<file path="src/rtl/exposure_shutter_pkg.sv">
package exposure_shutter_pkg;

  typedef enum logic [1:0] {
    SRC_OFF      = 2'd0,
    SRC_IRIS     = 2'd1,
    SRC_PARALLEL = 2'd2,
    SRC_SERIAL   = 2'd3
  } setSrc_t;

  typedef struct packed {
    logic enable;
    logic fieldStart;
    logic lineStart;
    logic shiftIn;
    logic commit;
    logic stepLonger;
    logic stepShorter;
  } ctrlStrobe_t;

endpackage

</file>
<file path="src/rtl/exposure_shutter_ctrl.sv">
module exposure_shutter_ctrl
  import exposure_shutter_pkg::*;
#(
  parameter int SYNC_STAGES = 2
) (
  input  logic        clk,
  input  logic        rstN,
  input  logic        pulseEn,
  input  logic        irisMode,
  input  logic        parallelSel,
  input  logic [2:0]  setPins,
  input  logic        lengthenReq,
  input  logic        shortenReq,
  input  logic        fieldStrobe,
  input  logic        lineStrobe,
  output ctrlStrobe_t strobes,
  output setSrc_t     src,
  output logic [2:0]  pinsSync
);

  localparam int ASYNC_W = 5;
  localparam int CHAIN_W = SYNC_STAGES * ASYNC_W;

  logic [CHAIN_W-1:0] chain;
  logic [ASYNC_W-1:0] rawIn;
  logic [ASYNC_W-1:0] syncOut;
  logic [1:0]         edgePrev;
  logic               clockRise;
  logic               strobeRise;
  logic               serialActive;

  assign rawIn   = {shortenReq, lengthenReq, setPins};
  assign syncOut = chain[CHAIN_W-1 -: ASYNC_W];

  // multi-flop synchronizer for every asynchronous input
  always_ff @(posedge clk or negedge rstN) begin
    if (!rstN) begin
      chain    <= '0;
      edgePrev <= '0;
    end else begin
      chain    <= {chain[CHAIN_W-ASYNC_W-1:0], rawIn};
      edgePrev <= syncOut[1:0];
    end
  end

  assign clockRise  = syncOut[1] & ~edgePrev[1];
  assign strobeRise = syncOut[0] & ~edgePrev[0];

  // fixed-priority source decode
  always_comb begin
    if (!pulseEn)         src = SRC_OFF;
    else if (irisMode)    src = SRC_IRIS;
    else if (parallelSel) src = SRC_PARALLEL;
    else                  src = SRC_SERIAL;
  end

  assign serialActive = (src == SRC_SERIAL);
  assign pinsSync     = syncOut[2:0];

  always_comb begin
    strobes             = '0;
    strobes.enable      = pulseEn;
    strobes.fieldStart  = fieldStrobe;
    strobes.lineStart   = lineStrobe;
    strobes.shiftIn     = serialActive & clockRise;
    strobes.commit      = serialActive & strobeRise;
    strobes.stepLonger  = fieldStrobe & (src == SRC_IRIS) & syncOut[3] & ~syncOut[4];
    strobes.stepShorter = fieldStrobe & (src == SRC_IRIS) & syncOut[4] & ~syncOut[3];
  end

endmodule

</file>
<file path="src/rtl/exposure_shutter_dp.sv">
module exposure_shutter_dp
  import exposure_shutter_pkg::*;
#(
  parameter int SET_W        = 8,
  parameter int LINES_STD0   = 262,
  parameter int LINES_STD1   = 312,
  parameter int PULSE_CYCLES = 3,
  parameter int LOAD_SHIFT   = 1
) (
  input  logic        clk,
  input  logic        rstN,
  input  ctrlStrobe_t strobes,
  input  setSrc_t     src,
  input  logic        stdSel,
  input  logic [2:0]  pinsSync,
  output logic        dischargePulse
);

  localparam int MAX_LINES = (LINES_STD1 > LINES_STD0) ? LINES_STD1 : LINES_STD0;
  localparam int LINE_W    = $clog2(MAX_LINES + 1);
  localparam int PW_W      = $clog2(PULSE_CYCLES + 1);
  localparam logic [SET_W-1:0] IRIS_INIT = SET_W'(1) << (SET_W - 1);
  localparam logic [SET_W-1:0] SET_MAX   = '1;

  logic [SET_W-1:0]  shiftReg;
  logic [SET_W-1:0]  workWord;
  logic [SET_W-1:0]  irisCount;
  logic [LINE_W-1:0] dischargeLines;
  logic [LINE_W-1:0] lineIdx;
  logic [PW_W-1:0]   pulseCnt;
  logic [LINE_W-1:0] fieldLines;
  logic [LINE_W-1:0] expLines;
  logic [LINE_W-1:0] nextDischarge;

  function automatic logic [LINE_W-1:0] codeLines(input logic [2:0] code, input logic std);
    case (code)
      3'd7:    return std ? LINE_W'(130) : LINE_W'(157);
      3'd6:    return std ? LINE_W'(62)  : LINE_W'(63);
      3'd5:    return LINE_W'(31);
      3'd4:    return LINE_W'(16);
      3'd3:    return LINE_W'(8);
      3'd2:    return LINE_W'(3);
      3'd1:    return LINE_W'(2);
      default: return '0;
    endcase
  endfunction

  assign fieldLines = stdSel ? LINE_W'(LINES_STD1) : LINE_W'(LINES_STD0);

  always_comb begin
    case (src)
      SRC_IRIS:     expLines = LINE_W'(irisCount >> LOAD_SHIFT);
      SRC_PARALLEL: expLines = codeLines(pinsSync, stdSel);
      SRC_SERIAL:   expLines = LINE_W'(workWord >> LOAD_SHIFT);
      default:      expLines = '0;
    endcase
    if (src == SRC_OFF || expLines >= fieldLines) nextDischarge = '0;
    else                                          nextDischarge = fieldLines - expLines;
  end

  // serial shift register and working word
  always_ff @(posedge clk or negedge rstN) begin
    if (!rstN) begin
      shiftReg <= '0;
      workWord <= '0;
    end else begin
      if (strobes.shiftIn) shiftReg <= {shiftReg[SET_W-2:0], pinsSync[2]};
      if (strobes.commit)  workWord <= shiftReg;
    end
  end

  // iris up/down counter, saturating
  always_ff @(posedge clk or negedge rstN) begin
    if (!rstN) begin
      irisCount <= IRIS_INIT;
    end else if (strobes.stepLonger && irisCount != SET_MAX) begin
      irisCount <= irisCount + 1'b1;
    end else if (strobes.stepShorter && irisCount != '0) begin
      irisCount <= irisCount - 1'b1;
    end
  end

  // per-field latch and line position
  always_ff @(posedge clk or negedge rstN) begin
    if (!rstN) begin
      dischargeLines <= '0;
      lineIdx        <= '0;
    end else if (strobes.fieldStart) begin
      dischargeLines <= nextDischarge;
      lineIdx        <= '0;
    end else if (strobes.lineStart && lineIdx != '1) begin
      lineIdx <= lineIdx + 1'b1;
    end
  end

  // pulse former
  always_ff @(posedge clk or negedge rstN) begin
    if (!rstN) begin
      pulseCnt <= '0;
    end else if (!strobes.enable) begin
      pulseCnt <= '0;
    end else if (strobes.lineStart && !strobes.fieldStart && lineIdx < dischargeLines) begin
      pulseCnt <= PW_W'(PULSE_CYCLES);
    end else if (pulseCnt != '0) begin
      pulseCnt <= pulseCnt - 1'b1;
    end
  end

  assign dischargePulse = (pulseCnt != '0);

endmodule

</file>
<file path="src/rtl/exposure_shutter.sv">
module exposure_shutter
  import exposure_shutter_pkg::*;
#(
  parameter int SET_W        = 8,
  parameter int LINES_STD0   = 262,
  parameter int LINES_STD1   = 312,
  parameter int PULSE_CYCLES = 3,
  parameter int LOAD_SHIFT   = 1,
  parameter int SYNC_STAGES  = 2
) (
  input  logic       clk,
  input  logic       rstN,
  input  logic       pulseEn,
  input  logic       irisMode,
  input  logic       parallelSel,
  input  logic       stdSel,
  input  logic [2:0] setPins,
  input  logic       lengthenReq,
  input  logic       shortenReq,
  input  logic       lineStrobe,
  input  logic       fieldStrobe,
  output logic       dischargePulse
);

  ctrlStrobe_t strobes;
  setSrc_t     src;
  logic [2:0]  pinsSync;

  exposure_shutter_ctrl #(
    .SYNC_STAGES(SYNC_STAGES)
  ) u_ctrl (
    .clk         (clk),
    .rstN        (rstN),
    .pulseEn     (pulseEn),
    .irisMode    (irisMode),
    .parallelSel (parallelSel),
    .setPins     (setPins),
    .lengthenReq (lengthenReq),
    .shortenReq  (shortenReq),
    .fieldStrobe (fieldStrobe),
    .lineStrobe  (lineStrobe),
    .strobes     (strobes),
    .src         (src),
    .pinsSync    (pinsSync)
  );

  exposure_shutter_dp #(
    .SET_W        (SET_W),
    .LINES_STD0   (LINES_STD0),
    .LINES_STD1   (LINES_STD1),
    .PULSE_CYCLES (PULSE_CYCLES),
    .LOAD_SHIFT   (LOAD_SHIFT)
  ) u_dp (
    .clk            (clk),
    .rstN           (rstN),
    .strobes        (strobes),
    .src            (src),
    .stdSel         (stdSel),
    .pinsSync       (pinsSync),
    .dischargePulse (dischargePulse)
  );

endmodule

</file>
<file path="config.mk">
export PLATFORM = sky130hd
export DESIGN_NAME = exposure_shutter
export DESIGN_NICKNAME = d
export VERILOG_FILES = /design/src/rtl/exposure_shutter_pkg.sv /design/src/rtl/exposure_shutter_ctrl.sv /design/src/rtl/exposure_shutter_dp.sv /design/src/rtl/exposure_shutter.sv
export SDC_FILE = /design/constraint.sdc
export NUM_CORES = 1
export LEC_CHECK = 0
export ABC_CLOCK_PERIOD_IN_PS = 3300
export BUFFER_PORTS_ARGS = -buffer_cell sky130_fd_sc_hd__buf_4
export CAP_MARGIN = 20
export CORE_ASPECT_RATIO = 0.5
export CORE_MARGIN = 5
export CORE_UTILIZATION = 55
export DETAILED_ROUTE_END_ITERATION = 10
export PLACE_DENSITY_LB_ADDON = 0.05
export SYNTH_ARGS = -nofsm -noshare
export SYNTH_HDL_FRONTEND = slang
export SYNTH_SLANG_ARGS = --single-unit
</file>
<file path="constraint.sdc">
create_clock -name clk -period 3.3 [get_ports clk]
set_input_delay 0.495 -clock clk [delete_from_list [all_inputs] [get_ports clk]]
set_output_delay 0.495 -clock clk [all_outputs]
set_load 0.005 [all_outputs]
</file>
==> results of run 1 <==
power by group through the flow:
| stage | Combinational [W] | Clock (W) | Sequential [W] |
|---|---|---|---|
| final | 0.000759 | 0.000539 | 0.000908 |
| after detailed placement | 0.000753 | 0 | 0.000918 |
| after global placement | 0.000729 | 0 | 0.000914 |
| after CTS | 0.000759 | 0.000559 | 0.000906 |
| after floorplan | 0.000609 | 0 | 0.000874 |
| after global routing | 0.000859 | 0.000588 | 0.000924 |
metrics by stage:
stage,utilization (%),worst slack (ps)
floorplan,-,651.3
global placement,59.79,397.6
detailed placement,59.79,343.0
CTS,62.59,655.1
global route,62.59,428.1
finish,62.59,630.6
how the worst min path moves through the flow:
stage,start,to,slack [ps],cells past startpoint
after floorplan,rstN,u_ctrl.chain[0]$_DFF_PN0_,200,0
after global placement,u_ctrl.chain[1]$_DFF_PN0_,u_ctrl.chain[6]$_DFF_PN0_,330,0
after detailed placement,u_ctrl.chain[2]$_DFF_PN0_,u_ctrl.chain[7]$_DFF_PN0_,340,0
after CTS,rstN,u_dp.lineIdx[2]$_DFFE_PN0P_,270,1
after global routing,rstN,u_dp.lineIdx[2]$_DFFE_PN0P_,290,1
final,rstN,u_dp.lineIdx[0]$_DFFE_PN0P_,230,1
cells by family after synthesis:
family | count (synthesis) | synth area share, %
AO/OA/AOI/OAI | 62 | 13.96
adder cells (fa/ha/maj) | 24 | 9.937
XOR/XNOR | 16 | 4.417
flip-flops | 55 | 43.42
buffers and inverters | 25 | 3.588
multiplexers | 27 | 10.06
AND/OR/NAND/NOR | 82 | 14.63
cell type report:
class	count	area, sq um
fillers	455	2072
multi-input cells	211	1682
flip-flops and latches	55	1378
clock buffers	6	138.9
repair buffers	14	105.1
well taps	73	91.34
inverters	15	56.30
clock inverters	2	16.27
worst max-delay path, stage by stage:
cell	delay (ps)
buf_4	210
and2_4	220
and4b_1	190
o21a_2	200
inv_1	170
fa_1	460
a211oi_1	260
o21bai_1	110
a21oi_1	190
xnor2_1	80
mux2_4	260
cell usage after synthesis, types with 6 or more instances:
cell / instances
a21oi_1: 10
buf_2: 7
dfrtp_1: 54
ha_1: 22
inv_1: 15
mux2_2: 15
mux2_4: 6
mux2i_1: 6
nand2_1: 20
nand3_1: 9
nor2_1: 16
o21a_1: 6
o21ai_0: 7
xnor2_1: 8
xor2_1: 8
layer usage:
metal  wire length (um)  vias up  part of all wire [%]
li1                   -     1097                     -
met1               2879     1091                    48
met2               2878       37                    48
met3                232        5                   3.8
met4                 67        0                   1.1
met5                  0        -                     0
cells in the final DEF (no fill, tap or decap), drive strengths merged, types with 4 or more instances in the layout:
cell type  instances
nor2b              4
clkbuf             6
a211oi             5
nor2              18
nand2             20
inv               15
o21ai              7
nand3              9
nand4              5
a22o               4
a21oi             11
mux2i              6
o21a               7
mux2              21
buf               14
ha                22
a21o               5
nor3               5
dfrtp             54
xor2               8
xnor2              8
o22ai              4
sequential cells by signal, summed over array words and instances (netlist names):
name                 cells
u_ctrl.chain            10
u_ctrl.edgePrev          2
u_dp.dischargeLines      9
u_dp.irisCount           8
u_dp.lineIdx             9
u_dp.pulseCnt            2
u_dp.shiftReg            8
u_dp.workWord            7
==> results.yml, run 1 <==
status:
  status: "completed"
grt:
  met3_usage_pct: 4.558
  met1_usage_pct: 23.63
  grt_pass1_wl_um: 10830
  grt_max_degree: 56
  grt_util_all_layers_pct: 17.91
  gr-usage-met2_pct: 29.30
  grt_overflow: 0
  grt_pass1_vias: 2238
  grt-busiest-layer: "met2"
  antenna_found_initial: 0
synthesis:
  syn_area_sq_um: 3173
  synth_fp_nets: 328
  syn_inst: 291
  synth_seq_cells: 55
  synthTopCellsByArea: "dfrtp_1, ha_1, mux2_2, mux2_4, nand2_1"
  async_reset_ff_share_pct: 100.0
  synth_top_area_share_pct: 42.59
  ys_warn_count: 0
  ys_seq_area_share_pct: 43.41
  synthFlopType: "dfrtp_1"
  synth_cell_types: 57
  synth_area_leader_cell: "dfrtp_1"
  synth_edf_count: 0
  syn_area_per_cell_sq_um: 10.90
sta:
  fin_hold_ws_ps: 228.7
  slew_violations: 0
  worstMarginPinSlew_ps: 681.9
  rsz0062_at_grt: "no"
  relSlewSlack_pct: 54.54
  hold_viol_final: 0
  max_freq_ghz: 0.3746
  skew_ps: 10.63
  tns_ps: 0
  fin_crit_sh_pct: 80.89
  setup_viol: 0
  final_period_minus_worst_setup_slack_ps: 2669
clock_tree:
  cts.sinks: 55
  cts_resized: 0
  clockBufferDepth: 2
  hold_buffers: 0
  root_buffer: "clkbuf_16"
  clk_pin_slew_ps: 70
  cts_tree: "yes"
  cts_buffers: 5
  htreeDepth: 2
  clock_latency_ps: 300
  post-cts-setup-buffers: 0
critical_path:
  r2r_cells: 9
  worstReg2RegStart: "u_ctrl.chain[6]$_DFF_PN0_"
  startpoint: "fieldStrobe"
  start_kind: "input port"
  regToRegEndpoint: "u_dp.dischargeLines[7]$_DFFE_PN0P_"
  required_ps: 3490
  reg2reg_slack_ps: 720
  cp-end-kind: "flip-flop"
  path_class: "input port to flip-flop"
  crit_fanout: 21
  arrival_ps: 2860
  critPathCapture: "u_dp.irisCount[6]$_DFFE_PN0P_"
worst_hold_path:
  min_path_type: "input port to async pin"
final_layout:
  final_cells: 376
  layout-drive-gt1-share_pct: 17.82
  area_growth_pct: 9.267
  layout.nets: 339
  design_area_sq_um: 3467
  diodes: 0
power:
  power_frac_clock_pct: 24.4
  powerDensity_nw_per_um2: 636.4
  pwr-share-seq_pct: 41.2
  combPwrFrac_pct: 34.4
  power.switching_w: 0.0007281
  p_leak_nw: 1.621
  swShare_pct: 33.00
  power.internal_w: 0.001478
  peakVddDrop_mv: 0.4699
  p_total_w: 0.002206
floorplan:
  rows: 19
  core_area_sq_um: 5539
  num_io_pins: 14
  die-area_sq_um: 7481
  die_x_um: 117.4
  start_util_pct: 57.28
  die_y_um: 63.71
placed_design:
  place_area_sq_um: 3312
  numPlacedInstances: 368
  gp_congestion: 0.8855
  dpl.hpwl_um: 4485
  io_buffers: 13
detailed_routing:
  vias: 2230
  dr.first_iter.drc_count: 140
  route.detailed.drc: 0
  routed_wl_um: 6058
  drtPass1Iterations: 4
  routedWlPerCell_um: 16.11
  antenna_left: 0
  vias_per_cell: 5.931
run:
  cap_violations: 0
No activity file was read; power rests on OpenSTA's default activity.
==> inputs of run 2 (changes only) <==
--- a/config.mk
+++ b/config.mk
@@ -5,7 +5,7 @@
 export SDC_FILE = /design/constraint.sdc
 export NUM_CORES = 1
 export LEC_CHECK = 0
-export ABC_CLOCK_PERIOD_IN_PS = 3300
+export ABC_CLOCK_PERIOD_IN_PS = 2200
 export BUFFER_PORTS_ARGS = -buffer_cell sky130_fd_sc_hd__buf_4
 export CAP_MARGIN = 20
 export CORE_ASPECT_RATIO = 0.5
==> constraint.sdc (replaced) <==
create_clock -name clk -period 2.2 [get_ports clk]
set_input_delay 0.33 -clock clk [delete_from_list [all_inputs] [get_ports clk]]
set_output_delay 0.33 -clock clk [all_outputs]
set_load 0.005 [all_outputs]
==> run 2 against run 1 <==
  * The flow now finishes with violations (negative setup slack)
  * Total power grew 79%
  * Register-to-register slack lost 730 ps
  * Clock power grew 72%
  * Sequential power grew 42%
  * Critical path type is now flip-flop to flip-flop
  * Largest cell class unchanged
  * Highest routed layer unchanged
==> results.yml, run 2 (synthesis gave the netlist of run 1 again) <==
floorplan:
  die_y_um: 63.71
  die-area_sq_um: 7481
  start_util_pct: 57.28
  rows: 19
  die_x_um: 117.4
  num_io_pins: 14
  core_area_sq_um: 5539
sta:
  skew_ps: 7.429
  setup_viol: 3
  hold_viol_final: 0
  slew_violations: 0
  worstMarginPinSlew_ps: 682.1
  relSlewSlack_pct: 54.52
  fin_hold_ws_ps: 70.87
  max_freq_ghz: 0.4516
  fin_crit_sh_pct: 100.6
  rsz0062_at_grt: "yes"
  final_period_minus_worst_setup_slack_ps: 2214
  setup_ws_ps: -14.28
final_layout:
  layout.nets: 385
  regMostFlops: "u_ctrl.chain"
  final_cell_mix: "buf_4, dfrtp_1, nand2_1"
  layout-drive-gt1-share_pct: 38.11
  area_growth_pct: 28.15
  diodes: 0
  layout_commonest_cell: "buf_4"
  seq_area_sq_um: 1380
  reg.largest.list: "u_ctrl.chain x10, u_dp.dischargeLines x9, u_dp.lineIdx x9"
  post-route-util_pct: 73.41
  largest_reg_flops: 10
  final_cells: 422
  fillers: 388
  multi_input_area_sq_um: 1881
placed_design:
  io_buffers: 13
  numPlacedInstances: 409
  dpl.hpwl_um: 5110
  gp_congestion: 0.8905
  place_ws_ps: -180.1
grt:
  grt_util_all_layers_pct: 19.55
  grt_pass1_wl_um: 11830
  grt_overflow: 0
  antenna_found_initial: 0
  grt_max_degree: 56
  grt_pass1_vias: 2453
critical_path:
  arrival_ps: 2400
  required_ps: 2390
  start_kind: "flip-flop"
  path_class: "flip-flop to flip-flop"
  crit_slowest_cell: "dfrtp_1"
  critPathMaxStageDelay_ps: 410
  crit_fanout: 8
  cp-end-kind: "flip-flop"
  crit_chain: "and4b_1 -> o21a_4 -> inv_8 -> ha_1 -> o21ai_0 -> o21bai_2 -> a21oi_2 -> xnor2_1 -> mux2_4"
power:
  p_leak_nw: 1.886
  powerDensity_nw_per_um2: 973.5
  peakVddDrop_mv: 0.8368
run:
  cap_violations: 0
clock_tree:
  cts_tree: "yes"
  root_buffer: "clkbuf_16"
  hold_buffers: 0
  htreeDepth: 2
  cts.sinks: 55
  clock_latency_ps: 300
  clockBufferDepth: 2
  cts_buffers: 5
  clk_pin_slew_ps: 80
status:
  status: "finished, violations left"
  violations: "negative setup slack"
detailed_routing:
  drtPass1Iterations: 4
  route.detailed.drc: 0
  routedWlPerCell_um: 17.09
  vias_per_cell: 5.773
  vias: 2436
  antenna_left: 0
  dr.first_iter.drc_count: 165
  routed_wl_um: 7211
worst_hold_path:
  min_path_type: "input port to async pin"
run 2: cell types whose count changed in the layout (fill, tap and decap cells not counted), moves of 3 or more:
| cell | delta |
|---|---|
| a21oi_1 | -7 |
| a21oi_2 | +6 |
| buf_4 | +41 |
| buf_6 | +4 |
| ha_1 | -5 |
| ha_4 | +5 |
| o21ai_0 | -3 |
run 2: power breakdown:
| part | leakage, nW | internal [W] | switching [W] | total (W) |
|---|---|---|---|---|
| logic | 1.10 | 0.000926 | 0.000818 | 0.00174 |
| registers | 0.705 | 0.00118 | 0.000109 | 0.00129 |
| clock network | 0.0844 | 0.000544 | 0.000385 | 0.000929 |
| total | 1.89 | 0.00265 | 0.00131 | 0.00396 |
run 2: final timing paths:
| path | cells past startpoint | slack [ps] | endpoint | startpoint |
|---|---|---|---|---|
| setup reg to reg | 9 | -10 | u_dp.irisCount[5]$_DFFE_PN0P_ | u_ctrl.chain[9]$_DFF_PN0_ |
| hold reg to reg | 0 | 350 | u_ctrl.chain[7]$_DFF_PN0_ | u_ctrl.chain[2]$_DFF_PN0_ |
| min in group clk | 1 | 140 | u_ctrl.chain[2]$_DFF_PN0_ | setPins[2] |
| hold / removal | 1 | 70 | u_dp.lineIdx[2]$_DFFE_PN0P_ | rstN |
| max in group asynchronous | 1 | 1640 | u_ctrl.chain[5]$_DFF_PN0_ | rstN |
| setup / recovery | 9 | -10 | u_dp.irisCount[5]$_DFFE_PN0P_ | u_ctrl.chain[9]$_DFF_PN0_ |
run 2: layer usage:
metal	global-route usage [%]	part of all wire, %	vias to the layer above
li1	-	-	1172
met2	32.82	48	48
met3	4.290	3.8	17
met1	26.07	46	1199
met5	0	0	-
met4	4.776	2.3	0
run 2: what timing repair did:
item,in CTS,in global routing
pin swaps,9,13
cloned,0,0
endpoints found under the setup margin,7,9
resized for setup,17,28
buffers inserted,1,4
run 2: layout make-up:
cell class,count,area share (%)
timing repair buffer,60,11.75
clock inverter,3,1.169
multi-input combinational,211,46.25
clock buffer,5,3.077
tap,73,2.246
inverter,15,1.569
sequential,55,33.94
run 2: metrics by stage:
step / area, sq um / setup TNS (ps) / total power, W
6_report: 4066 / -28.49 / 0.003958
5_1_grt: 4066 / -785.2 / 0.004197
4_1_cts: 3923 / -15.41 / 0.003877
3_5_place_dp: 3659 / -1125 / 0.002793
3_3_place_gp: 3659 / -854.0 / 0.002719
2_1_floorplan: 3207 / -41.18 / 0.002262
run 2: worst max-delay path, delay by kind of cell (launching register included):
family / cells / cell delay (ps)
mux: 1 / 270
flops: 1 / 410
buf+inv: 1 / 60
simple gates: 1 / 270
xor+xnor: 1 / 130
compound gates: 4 / 630
fa+ha+maj: 1 / 340
==> inputs of run 3 (changes only) <==
--- a/config.mk
+++ b/config.mk
@@ -15,4 +15,5 @@
 export PLACE_DENSITY_LB_ADDON = 0.05
 export SYNTH_ARGS = -nofsm -noshare
 export SYNTH_HDL_FRONTEND = slang
+export SYNTH_HIERARCHICAL = 1
 export SYNTH_SLANG_ARGS = --single-unit
==> run 3 against run 2 <==
  * The run still ends with negative setup slack left
  * Die area down 0.91%
  * Register-to-register slack worse by 110 ps
  * Sequential cell count unchanged
  * First-iteration DRC count fell by 41%
  * Sequential share of layout area up 0.62 points
  * Worst hold slack worse by 1.1 ps
  * Largest power group unchanged
==> results.yml, run 3 <==
grt:
  grt_pass1_vias: 2365
  grt_max_degree: 56
  grt_overflow: 0
  grt_pass1_wl_um: 11030
  antenna_found_initial: 0
  grt_util_all_layers_pct: 18.80
floorplan:
  start_util_pct: 56.94
  num_io_pins: 14
  core_area_sq_um: 5515
  rows: 19
  die_y_um: 63.43
  die_x_um: 116.9
  die-area_sq_um: 7413
detailed_routing:
  dr.first_iter.drc_count: 97
  vias_per_cell: 5.402
  vias: 2258
  routedWlPerCell_um: 15.20
  route.detailed.drc: 0
  antenna_left: 0
  routed_wl_um: 6354
  drtPass1Iterations: 4
critical_path:
  required_ps: 2380
  path_class: "flip-flop to flip-flop"
  crit_fanout: 6
  arrival_ps: 2500
  cp-end-kind: "flip-flop"
  start_kind: "flip-flop"
synthesis:
  synth_edf_count: 0
  synthFlopType: "dfrtp_1"
  synth_cell_types: 56
  synth_seq_cells: 55
  synth_top_area_share_pct: 43.03
  synthTopCellsByArea: "dfrtp_1, ha_1, mux2_2, xnor2_1, xor2_1"
  ys_seq_area_share_pct: 43.86
  synth_area_leader_cell: "dfrtp_1"
  syn_area_sq_um: 3141
  synth.top_cells.by_count: "dfrtp_1, ha_1, inv_1, nand2_1, nor2_1"
  async_reset_ff_share_pct: 100.0
  synth_fp_nets: 326
  synth.most_common_cell: "dfrtp_1"
  syn_area_per_cell_sq_um: 10.87
  ys_warn_count: 6
  syn_inst: 289
power:
  combPwrFrac_pct: 45.1
  power.internal_w: 0.002670
  powerDensity_nw_per_um2: 993.4
  power_frac_clock_pct: 22.9
  peakVddDrop_mv: 0.7974
  swShare_pct: 32.76
  p_leak_nw: 1.860
  power.switching_w: 0.001301
  pwr-share-seq_pct: 32.0
clock_tree:
  cts_tree: "yes"
  cts.sinks: 55
  clk_pin_slew_ps: 70
  root_buffer: "clkbuf_16"
  htreeDepth: 2
  clockBufferDepth: 2
  clock_latency_ps: 290
  cts_buffers: 5
  hold_buffers: 0
status:
  status: "finished, violations left"
  violations: "negative setup slack"
final_layout:
  largest_reg_flops: 10
  layout_commonest_cell: "buf_4"
  multi_input_area_sq_um: 1797
  fillers: 391
  layout-drive-gt1-share_pct: 40.00
  seq_area_sq_um: 1381
  final_cells: 418
  regMostFlops: "u_ctrl/chain"
  layout.nets: 381
  area_growth_pct: 27.29
  reg.largest.list: "u_ctrl/chain x10, u_dp/dischargeLines x9, u_dp/lineIdx x9"
  final_cell_mix: "buf_4, dfrtp_1, ha_1"
  diodes: 0
sta:
  hold_viol_final: 0
  worstMarginPinSlew_ps: 671.1
  skew_ps: 4.913
  max_freq_ghz: 0.4303
  slew_violations: 0
  setup_ws_ps: -123.8
  fin_crit_sh_pct: 105.6
  final_period_minus_worst_setup_slack_ps: 2324
  rsz0062_at_grt: "yes"
  setup_viol: 5
  relSlewSlack_pct: 55.26
run:
  cap_violations: 0
placed_design:
  place_ws_ps: -348.5
  numPlacedInstances: 404
  dpl.hpwl_um: 4719
  io_buffers: 13
  gp_congestion: 0.8517
worst_hold_path:
  min_path_type: "input port to async pin"
[run 3: final cells by class]
class / instances / area share, %
Multi-Input combinational cell: 200 / 44.95
Sequential cell: 55 / 34.55
Clock inverter: 3 / 1.189
Timing Repair Buffer: 64 / 12.21
Tap cell: 73 / 2.285
Inverter: 18 / 1.690
Clock buffer: 5 / 3.130
[run 3: through the flow]
step / area, sq um / utilization (%) / TNS (ps) / total power (W) / hold slack (ps)
after global routing: 3998 / 72.48 / -1318 / 0.004240 / 123.7
after detailed placement: 3630 / 65.81 / -2325 / 0.002876 / 336.4
after CTS: 3855 / 69.90 / -227.9 / 0.003839 / 99.22
after floorplan: 3212 / - / -235.8 / 0.002294 / 34.41
after global placement: 3630 / 65.81 / -1747 / 0.002806 / 332.2
final: 3998 / 72.48 / -335.6 / 0.003971 / 69.76
[run 3: timing repair]
item / CTS / global route
cloned: 0 / 0
setup buffers: 3 / 3
endpoints found under the setup margin: 7 / 10
gates resized for setup: 7 / 26
pin swaps: 2 / 8
[run 3: cell families after synthesis]
family	share of synthesized area (%)
adder cells (fa/ha/maj)	10.04
buffers and inverters	5.378
AO/OA/AOI/OAI	13.90
multiplexers	9.641
XOR/XNOR	5.299
flip-flops	43.86
AND/OR/NAND/NOR	11.87
[run 3: worst max-delay path, stage by stage (launching register included)]
cell and delay, ps:
dfrtp_1 410, nor3b_4 250, o21ai_4 140, buf_4 160, fa_2 340, a21o_1 200
a21oi_2 150, o21bai_1 80, a21oi_1 150, xnor2_1 80, mux2_4 250
[run 3: path summary, 6_finish.rpt]
| kind | endpoint | start | slack [ps] | depth (start not counted) |
|---|---|---|---|---|
| worst max-delay path | u_dp/irisCount[6]$_DFFE_PN0P_ | u_ctrl/chain[9]$_DFF_PN0_ | -120 | 10 |
| max in group asynchronous | u_ctrl/chain[7]$_DFF_PN0_ | rstN | 1650 | 1 |
| min in group clk | u_ctrl/chain[4]$_DFF_PN0_ | shortenReq | 140 | 1 |
| worst min-delay path | u_dp/pulseCnt[1]$_DFFE_PN0P_ | rstN | 70 | 1 |
| worst min register to register | u_ctrl/chain[7]$_DFF_PN0_ | u_ctrl/chain[2]$_DFF_PN0_ | 350 | 0 |
| worst max register to register | u_dp/irisCount[6]$_DFFE_PN0P_ | u_ctrl/chain[9]$_DFF_PN0_ | -120 | 10 |
[run 3: power groups by stage]
stage	logic [W]	registers (W)	clock network (W)
floorplan	0.000968	0.00133	0
global placement	0.00152	0.00128	0
detailed placement	0.00159	0.00129	0
CTS	0.00165	0.00127	0.000922
global route	0.00197	0.00129	0.000977
finish	0.00179	0.00127	0.000910
[run 3: layer usage]
layer	wire length, um	global-route usage (%)	part of all wire, %
met1	3171	26.08	50
met2	2922	29.53	46
met3	185	4.971	2.9
met4	75	4.292	1.2
met5	0	0	0
